File: config.mk
export PLATFORM = sky130hd
export DESIGN_NAME = opdec_top
export DESIGN_NICKNAME = d
export VERILOG_FILES = /design/src/rtl/opdec_pkg.sv /design/src/rtl/opdec_decode.sv /design/src/rtl/opdec_seq.sv /design/src/rtl/opdec_regfile.sv /design/src/rtl/opdec_top.sv
export SDC_FILE = /design/constraint.sdc
export NUM_CORES = 1
export LEC_CHECK = 0
export BUFFER_PORTS_ARGS = -buffer_cell sky130_fd_sc_hd__buf_4
export CELL_PAD_IN_SITES_DETAIL_PLACEMENT = 2
export CELL_PAD_IN_SITES_GLOBAL_PLACEMENT = 2
export CORE_ASPECT_RATIO = 0.8
export CORE_UTILIZATION = 36
export CTS_BUF_LIST = sky130_fd_sc_hd__clkbuf_4 sky130_fd_sc_hd__clkbuf_8
export DETAILED_ROUTE_END_ITERATION = 12
export PLACE_DENSITY = 0.91
export SYNTH_ARGS = -nofsm -noshare
export SYNTH_HDL_FRONTEND = slang
export SYNTH_SLANG_ARGS = --single-unit
File: constraint.sdc
create_clock -name clk -period 2.4 [get_ports clk]
set_input_delay 0.12 -clock clk [delete_from_list [all_inputs] [get_ports clk]]
set_output_delay 0.12 -clock clk [all_outputs]
set_load 0.03 [all_outputs]
File: src/rtl/opdec_pkg.sv
`timescale 1ns/1ps
package opdec_pkg;
  typedef enum logic [1:0] {K_OTHER, K_HALT, K_MOVE, K_ALU} op_kind_e;
  typedef enum logic [1:0] {S_IDLE, S_EXEC, S_WAIT} seq_e;

  localparam logic [2:0] IDX_MEM  = 3'd6;
  localparam logic [7:0] OP_HALT  = 8'h76;

  function automatic op_kind_e kind_of(input logic [7:0] op);
    if (op == OP_HALT)          return K_HALT;
    else if (op[7:6] == 2'b01)  return K_MOVE;
    else if (op[7:6] == 2'b10)  return K_ALU;
    else                        return K_OTHER;
  endfunction

  function automatic logic [2:0] src_field(input logic [7:0] op);
    return op[2:0];
  endfunction

  function automatic logic [2:0] mid_field(input logic [7:0] op);
    return op[5:3];
  endfunction
endpackage

File: src/rtl/opdec_decode.sv
`timescale 1ns/1ps
module opdec_decode
  import opdec_pkg::*;
(
  input  logic [7:0] op,
  output op_kind_e   kind,
  output logic [2:0] src,
  output logic [2:0] mid,
  output logic       src_mem,
  output logic       dst_mem
);
  always_comb begin
    kind    = kind_of(op);
    src     = src_field(op);
    mid     = mid_field(op);
    src_mem = (kind == K_MOVE || kind == K_ALU) && (src == IDX_MEM);
    dst_mem = (kind == K_MOVE) && (mid == IDX_MEM);
  end
endmodule

File: src/rtl/opdec_seq.sv
`timescale 1ns/1ps
module opdec_seq
  import opdec_pkg::*;
(
  input  logic clk,
  input  logic rst_n,
  input  logic op_valid,
  input  logic needs_rd,
  output logic accept,
  output logic idle,
  output logic exec_st,
  output logic wait_st
);
  seq_e st, st_nx;

  always_comb begin
    st_nx = st;
    case (st)
      S_IDLE:  if (op_valid) st_nx = S_EXEC;
      S_EXEC:  st_nx = needs_rd ? S_WAIT : S_IDLE;
      default: st_nx = S_IDLE;
    endcase
  end

  always_ff @(posedge clk or negedge rst_n)
    if (!rst_n) st <= S_IDLE;
    else        st <= st_nx;

  assign idle    = (st == S_IDLE);
  assign exec_st = (st == S_EXEC);
  assign wait_st = (st == S_WAIT);
  assign accept  = idle && op_valid;
endmodule

File: src/rtl/opdec_regfile.sv
`timescale 1ns/1ps
module opdec_regfile #(
  parameter int DW   = 8,
  parameter int NREG = 8,
  parameter int HOLE = 6,
  parameter int HI_I = 4,
  parameter int LO_I = 5,
  localparam int IW  = $clog2(NREG)
) (
  input  logic          clk,
  input  logic          rst_n,
  input  logic          we,
  input  logic [IW-1:0] widx,
  input  logic [DW-1:0] wdata,
  input  logic [IW-1:0] ridx_a,
  output logic [DW-1:0] rdata_a,
  input  logic [IW-1:0] ridx_b,
  output logic [DW-1:0] rdata_b,
  output logic [DW-1:0] hi,
  output logic [DW-1:0] lo
);
  logic [DW-1:0] regs [NREG];

  for (genvar i = 0; i < NREG; i++) begin : g_reg
    if (i == HOLE) begin : g_hole
      assign regs[i] = '0;
    end else begin : g_ff
      always_ff @(posedge clk or negedge rst_n)
        if (!rst_n)                     regs[i] <= '0;
        else if (we && widx == IW'(i))  regs[i] <= wdata;
    end
  end

  assign rdata_a = regs[ridx_a];
  assign rdata_b = regs[ridx_b];
  assign hi      = regs[HI_I];
  assign lo      = regs[LO_I];
endmodule

File: src/rtl/opdec_top.sv
`timescale 1ns/1ps
module opdec_top
  import opdec_pkg::*;
#(
  parameter int DW = 8,
  localparam int AW = 2 * DW
) (
  input  logic          clk,
  input  logic          rst_n,
  input  logic          op_valid,
  input  logic [7:0]    op_byte,
  output logic          op_ready,
  output logic [2:0]    src_sel,
  output logic [2:0]    dst_sel,
  output logic [2:0]    alu_op,
  output logic          alu_en,
  output logic [DW-1:0] alu_opnd,
  output logic          halt_req,
  output logic          other_op,
  output logic          done,
  output logic          mem_rd,
  output logic          mem_wr,
  output logic [AW-1:0] mem_addr,
  output logic [DW-1:0] mem_wdata,
  input  logic [DW-1:0] mem_rdata,
  input  logic          rf_wr_en,
  input  logic [2:0]    rf_wr_idx,
  input  logic [DW-1:0] rf_wr_data,
  input  logic [2:0]    rf_rd_idx,
  output logic [DW-1:0] rf_rd_data
);
  logic [7:0]    op_q;
  op_kind_e      kind;
  logic [2:0]    src, mid;
  logic          src_mem, dst_mem;
  logic          accept, idle, exec_st, wait_st;
  logic          needs_rd;
  logic          ex_we, rf_we;
  logic [2:0]    rf_widx;
  logic [DW-1:0] rf_wdata, reg_src, src_val, h_q, l_q;

  opdec_decode u_dec (
    .op(op_q), .kind(kind), .src(src), .mid(mid),
    .src_mem(src_mem), .dst_mem(dst_mem)
  );

  assign needs_rd = src_mem;

  opdec_seq u_seq (
    .clk(clk), .rst_n(rst_n), .op_valid(op_valid), .needs_rd(needs_rd),
    .accept(accept), .idle(idle), .exec_st(exec_st), .wait_st(wait_st)
  );

  always_ff @(posedge clk or negedge rst_n)
    if (!rst_n)      op_q <= '0;
    else if (accept) op_q <= op_byte;

  assign src_val  = wait_st ? mem_rdata : reg_src;
  assign done     = (exec_st && !needs_rd) || wait_st;
  assign ex_we    = done && (kind == K_MOVE) && !dst_mem;
  assign rf_we    = ex_we || (rf_wr_en && idle);
  assign rf_widx  = ex_we ? mid : rf_wr_idx;
  assign rf_wdata = ex_we ? src_val : rf_wr_data;

  opdec_regfile #(.DW(DW), .NREG(8)) u_rf (
    .clk(clk), .rst_n(rst_n), .we(rf_we), .widx(rf_widx), .wdata(rf_wdata),
    .ridx_a(src), .rdata_a(reg_src), .ridx_b(rf_rd_idx), .rdata_b(rf_rd_data),
    .hi(h_q), .lo(l_q)
  );

  assign op_ready  = idle;
  assign src_sel   = src;
  assign dst_sel   = mid;
  assign alu_op    = mid;
  assign alu_en    = done && (kind == K_ALU);
  assign alu_opnd  = src_val;
  assign halt_req  = exec_st && (kind == K_HALT);
  assign other_op  = exec_st && (kind == K_OTHER);
  assign mem_rd    = exec_st && needs_rd;
  assign mem_wr    = exec_st && dst_mem;
  assign mem_addr  = {h_q, l_q};
  assign mem_wdata = reg_src;


  done_pulse_chk: assert property (@(posedge clk) disable iff (!rst_n)
    done |=> !done);

  rd_wait_chk: assert property (@(posedge clk) disable iff (!rst_n)
    mem_rd |=> (done && !mem_rd && !op_ready));

  halt_excl_chk: assert property (@(posedge clk) disable iff (!rst_n)
    halt_req |-> (done && !mem_rd && !mem_wr && !alu_en && !other_op));

  other_excl_chk: assert property (@(posedge clk) disable iff (!rst_n)
    other_op |-> (done && !alu_en && !mem_rd && !mem_wr));

  wr_done_chk: assert property (@(posedge clk) disable iff (!rst_n)
    mem_wr |-> (done && !mem_rd && !alu_en));

  sel_hold_chk: assert property (@(posedge clk) disable iff (!rst_n)
    (!op_ready && !$past(op_ready)) |-> ($stable(src_sel) && $stable(dst_sel)));

  ready_done_chk: assert property (@(posedge clk) disable iff (!rst_n)
    done |-> !op_ready);
endmodule

=== After elaboration in Yosys (flattened, before gate mapping) ===
Index checks and enable logic that the tools add are counted.

* Order comparisons: 2
* Equal/unequal tests: 17
* Muxes and demuxes: 15
* Bitwise logic cells: 2
* Reduce and logical (&&, ||, !) cells: 27

{| class="wikitable"
|+ Operators with widths
! operator !! count
|-
| binary-select mux 8 bit (select 3 bit) || 2
|-
| two-way mux 8 bit || 6
|-
| logical AND 1 bit || 19
|-
| == test 3 bit (second input constant) || 5
|-
| two-way mux 2 bit || 5
|-
| == test 2 bit (second input constant) || 4
|-
| == test 8 x 7 -> 1 bit (second input constant) || 1
|-
| greater-or-equal comparator 4 bit (second input constant) || 2
|-
| NOT 3 -> 4 bit || 2
|-
| == test 2 x 1 -> 1 bit (second input constant) || 3
|-
| == test 3 x 2 -> 1 bit (second input constant) || 2
|-
| zero test 2 bit || 2
|-
| case mux 2 bit (2 select lines) || 1
|-
| == test 3 x 1 -> 1 bit (second input constant) || 1
|-
| zero test 3 bit || 1
|-
| logical OR 1 bit || 3
|-
| two-way mux 3 bit || 1
|-
| zero test 1 bit || 2
|-
| != test 2 bit (second input constant) || 1
|}

* Register bits after elaboration: 66
* Input bits: 34
* Output and inout port bits: 56
* Word-level logic and storage cells: 72

=== Depth between registers and ports, before layout ===
* Word-level depth: 15
* Gate-level depth with buffers: 7
* Mapped depth without buffers: 6

=== Hierarchy ===
A second synthesis with hierarchy kept.

* Cell total of the unflattened synthesis: 324
* Area total of the unflattened synthesis: 4103.9 sq um

{| class="wikitable"
|+ Modules (own cells, without submodules)
! module !! times used !! cells an instance !! area an instance (sq um) !! seq. area each (sq um)
|-
| opdec_regfile || 1 || 246 || 3179.3 || 1401.3
|-
| opdec_top || 1 || 52 || 678.2 || 200.2
|-
| opdec_decode || 1 || 18 || 156.4 || 0.0
|-
| opdec_seq || 1 || 8 || 90.1 || 50.0
|}

=== Worst setup path after synthesis ===
Ideal clock, no wire load.

* Kind: register to output
* Start: register op_q[6]
* End: output port other_op
* Data arrival time: 2059 ps
* Data required time: 2280 ps
* Path slack: 221 ps
* Cell stages (with the launch flop): 6
* Cells stage by stage: dfrtp_1 -> ha_1 -> clkbuf_1 -> nand4b_1 -> nor2_1 -> nor4b_1

* Cells in the longest elaborated chain, start to end: 6
* Elaborated cells on any way between the ends: 8

{| class="wikitable"
|+ Ends and longest elaborated chain
! element !! line !! RTL
|-
| start: declaration || opdec_top.sv:32 || <nowiki>logic [7:0] op_q;</nowiki>
|-
| start signal: assignment || opdec_top.sv:56 || <nowiki>else if (accept) op_q <= op_byte;</nowiki>
|-
| == test 2 bit || opdec_pkg.sv:12 || <nowiki>else if (op[7:6] == 2'b10) return K_ALU;</nowiki>
|-
| two-way mux 2 bit || opdec_pkg.sv:12 ||
|-
| two-way mux 2 bit || opdec_pkg.sv:11 || <nowiki>else if (op[7:6] == 2'b01) return K_MOVE;</nowiki>
|-
| two-way mux 2 bit (*) || opdec_pkg.sv:10 || <nowiki>if (op == OP_HALT) return K_HALT;</nowiki>
|-
| zero test 2 bit (*) || opdec_top.sv:78 || <nowiki>assign other_op = exec_st && (kind == K_OTHER);</nowiki>
|-
| logical AND 1 bit (*) || opdec_top.sv:78 ||
|-
| end: declaration || opdec_top.sv:19 || <nowiki>output logic other_op,</nowiki>
|}

Mark *: on every way between the ends. The rest lies on a longest branch, timed or not.

=== Final worst setup path ===
* Start: register op_q[7]
* End: register u_rf.regs (netlist bit u_rf.hi[0])

* Cells in the longest elaborated chain, start to end: 15
* Elaborated cells on any way between the ends: 22

{| class="wikitable"
|+ Ends and longest elaborated chain
! element !! line !! RTL
|-
| == test 2 bit || opdec_pkg.sv:12 ||
|-
| two-way mux 2 bit || opdec_pkg.sv:12 ||
|-
| two-way mux 2 bit || opdec_pkg.sv:11 ||
|-
| two-way mux 2 bit (*) || opdec_pkg.sv:10 ||
|-
| == test 2 bit (on tied branches) || opdec_decode.sv:16, opdec_decode.sv:17, opdec_top.sv:60 ||
|-
| logical OR 1 bit || opdec_decode.sv:16 || <nowiki>src_mem = (kind == K_MOVE || kind == K_ALU) && (src == IDX_MEM);</nowiki>
|-
| logical AND 1 bit || opdec_decode.sv:16 ||
|-
| zero test 1 bit || opdec_top.sv:59 || <nowiki>assign done = (exec_st && !needs_rd) || wait_st;</nowiki>
|-
| logical AND 1 bit || opdec_top.sv:59 ||
|-
| logical OR 1 bit || opdec_top.sv:59 ||
|-
| logical AND 1 bit || opdec_top.sv:60 || <nowiki>assign ex_we = done && (kind == K_MOVE) && !dst_mem;</nowiki>
|-
| logical AND 1 bit (*) || opdec_top.sv:60 ||
|-
| two-way mux 3 bit || opdec_top.sv:62 || <nowiki>assign rf_widx = ex_we ? mid : rf_wr_idx;</nowiki>
|-
| == test 3 bit || opdec_regfile.sv:30 || <nowiki>else if (we && widx == IW'(i)) regs[i] <= wdata;</nowiki>
|-
| logical AND 1 bit || opdec_regfile.sv:30 ||
|-
| end signal: indexed assignment || opdec_regfile.sv:30 ||
|-
| end: declaration || opdec_regfile.sv:22 || <nowiki>logic [DW-1:0] regs [NREG];</nowiki>
|}

Marks and branches as above.
A chain may end at the register's enable or synchronous reset.

==> summary.md <==
| Metric | Value |
|---|---|
| Hold Violations, Final | 0 |
| Non-filler instance count after layout | about 730 |
| Clock Skew | 0.009691 ns |
| CP Cell Sequence | inv_1 -> ha_1 -> o21a_1 -> o211a_2 -> o22ai_1 -> buf_4 -> o31ai_1 |
| Yosys top cell area share | 0.3610 |
| Synth async-reset ratio | 1.000 |
| CTS clk-pin slew, worst paths | 0.08 ns |
| Power density over the cells | between 1000 and 1500 nW/um2 |
| IO Count | 90 |
| Leakage | 2.409 nW |
| Final WL | 27,920 um |
| Crit Path Category | reg -> reg |
| Initial Util | 0.3721 |
| Total GRT Usage | 0.3765 |
| Tmin final | roughly 3.2 ns |
| Library cells used by synthesis | 46 |
| Status | complete, but fails checks |
| Vias | ~5.4k |
| Synthesis-to-layout area growth | 27.70% |
| Synth area leader | dfrtp_1 |
| Critical path launch point type | register |
| DP HPWL | 15,410 um |
| Num CTS Buffers | 9 |
| # setup viols final | 9 |
| Initial DRT Pass Iterations | 5 |
| Primary FF master, synth | dfrtp_1 |
| Final period utilization | 1.316 |
| Residual DRC count | 0 |
| Die Wd | 128.0 um |
| Post-synth EDFFs | 0 |
| Placeable Area | 12,300 um2 |
| Max cap viols | 0 |
| Slew HR | 0.1503 |
| Min-Delay Path Class | in -> reg |
| Commonest cells after routing, fill and taps aside | buf_4, o211ai_1, dfrtp_1, o31ai_1, mux2i_1 |
| Final worst slack | -0.7588 ns |
| RePlAce Congestion | ~0.8 |
| Clk sinks | 66 |
| Antenna Nets Post-Route | 0 |
| Skew-Pair Late Insertion Delay | 0.39 ns |
| Slew Viols, Final | 0 |
| Synth warnings | 0 |
| Yosys reg bits | 66 |
| Total power | 6.606 mW |
| Reg2reg start | op_q[7] |
| Worst Max-Slew Pin Slew | 1.264 ns |
| Share of cells above drive strength 1 | 0.3651 |
| Crit. End Element | register |
| CTS H-tree depth | 3 |
| Max Freq | 0.3166 GHz |
| Vias in the first global route | around 5.5k |
| Critical Path AT | 3.33 ns |
| Commonest non-fill, non-tap cell in the layout | buf_4 |
| ANT cells | 0 |
| Slowest CP cell | o31ai_1 |
| Register area share after synthesis | 0.3610 |
| Iteration-0 DRC Markers | 625 |
| Crit-path max FO | 8 |
| Syn avg cell area | 10.15 um2 |
| Hold wc startpoint | rf_wr_data[5] |
| Nets | 587 |
| First-pass GRT wire length | 35,640 um |
| Crit path from | op_q[7] |
| Detailed-route vias per instance | between 7 and 8 |
| Total congestion overflow | 0 |
| Maximum clock path buffer count | 2 |
| Root Buffer | clkbuf_8 |
| Height of the die | 102.8 um |
| Row cnt | 36 |
| Syn Nets | approximately 500 |
| TritonCTS clock tree | done |
| Syn Inst Count | 451 |
| DIE AREA | 13,170 um2 |
| Failing checks | setup timing |
| Leading post-synthesis cells by cell area | dfrtp_1, o211ai_1, o31ai_1 |
| Peak VDD IR | 0.0004712 V |
| Mapped cell area | 4576 um2 |
| Inst Count DP | between 600 and 700 |
| Drt wl/cell | 38.41 um |
| Slowest stage delay, CP | about 1.1 ns |
| Port Buffers | 89 |
| Initial antenna violation count | 1 |
| Worst Path Required | between 2 and 3 ns |
| Largest net degree at the start of global routing | 67 |
==> flip-flops by register name, summed over array words and instances (netlist names) <==
signal,count
u_rf.regs,40
op_q,8
u_rf.hi,8
u_seq.st,2
u_rf.lo,8
==> path summary, 6_finish.rpt <==
kind	endpoint	slack (ns)	cells past startpoint
max in group asynchronous	u_seq.st[0]	1.35	2
worst max-delay path	u_rf.hi[0]	-0.76	7
worst min-delay path	u_rf.regs[45]	0.35	4
worst min register to register	u_rf.regs[6]	0.61	2
min in group asynchronous	op_q[1]	0.41	2
worst max register to register	u_rf.hi[0]	-0.76	7
==> through the flow <==
stage / setup TNS [ns] / util / instance area, um2 / setup WS (ns) / hold slack (ns)
2_1_floorplan: 0 / - / 4576 / 0.2211 / -0.1756
3_3_place_gp: 0 / 0.4418 / 5433 / 0.4964 / 0.2780
3_5_place_dp: 0 / 0.4418 / 5433 / 0.1854 / 0.3019
4_1_cts: 0 / 0.4659 / 5729 / 0.007553 / 0.3188
5_1_grt: -1.192 / 0.4752 / 5843 / -0.6305 / 0.3191
6_report: -1.298 / 0.4752 / 5843 / -0.7588 / 0.3536
==> critical path, delay by kind of cell, from the launching register on <==
family                   cells  cell delay, ns
buffers and inverters        2            0.34
AO/OA/AOI/OAI                4            1.77
adder cells (fa/ha/maj)      1            0.41
flip-flops                   1            0.42
==> metal layers <==
layer,part of all wire,up-vias,routed length [um],global-route usage
li1,-,1962,-,-
met1,0.37,2730,10190,0.4438
met2,0.45,514,12640,0.6342
met3,0.10,209,2817,0.09756
met4,0.081,0,2272,0.2109
met5,0,-,0,0
==> cells by family after synthesis <==
family | synth area share
adders and majority gates | 0.005468
xor gates and xnor gates | 0.001914
DFF | 0.3610
and+or+nand+nor | 0.09024
muxes | 0.1460
AOI/OAI and AO/OA | 0.3043
buffers and inverters | 0.09106
==> repair_timing <==
action	4_1_cts	5_1_grt
hold buffers	9	0
setup endpoints to repair	4	15
resized for setup	3	10
pin swaps	0	2
endpoints found under the hold margin	74	0
cloned	0	1
buffers inserted	0	4
==> cell usage after synthesis (9+ instances only) <==
cell type,n
mux2_2,17
a22oi_1,14
o31ai_1,56
nand3_1,12
buf_2,12
nor2_1,19
inv_1,11
o211ai_1,64
dfrtp_1,66
nand2_1,16
and2_1,9
mux2i_1,24
buf_4,30
==> report_power, final <==
part           total, mW  switching [mW]  internal [mW]  leakage, nW
registers           2.11           0.610           1.50        0.808
logic               3.47            2.20           1.27         1.50
clock network       1.03           0.527          0.500       0.0962
==> area by class of cell <==
cell class	count	area [um2]
Clock buffer	11	138.9
Clock inverter	5	55.05
Fill cell	1266	6454
Inverter	12	45.04
Multi-Input combinational cell	316	2554
Sequential cell	66	1655
Tap cell	171	214.0
Timing Repair Buffer	146	1181
No activity file was read; power rests on OpenSTA's default activity.
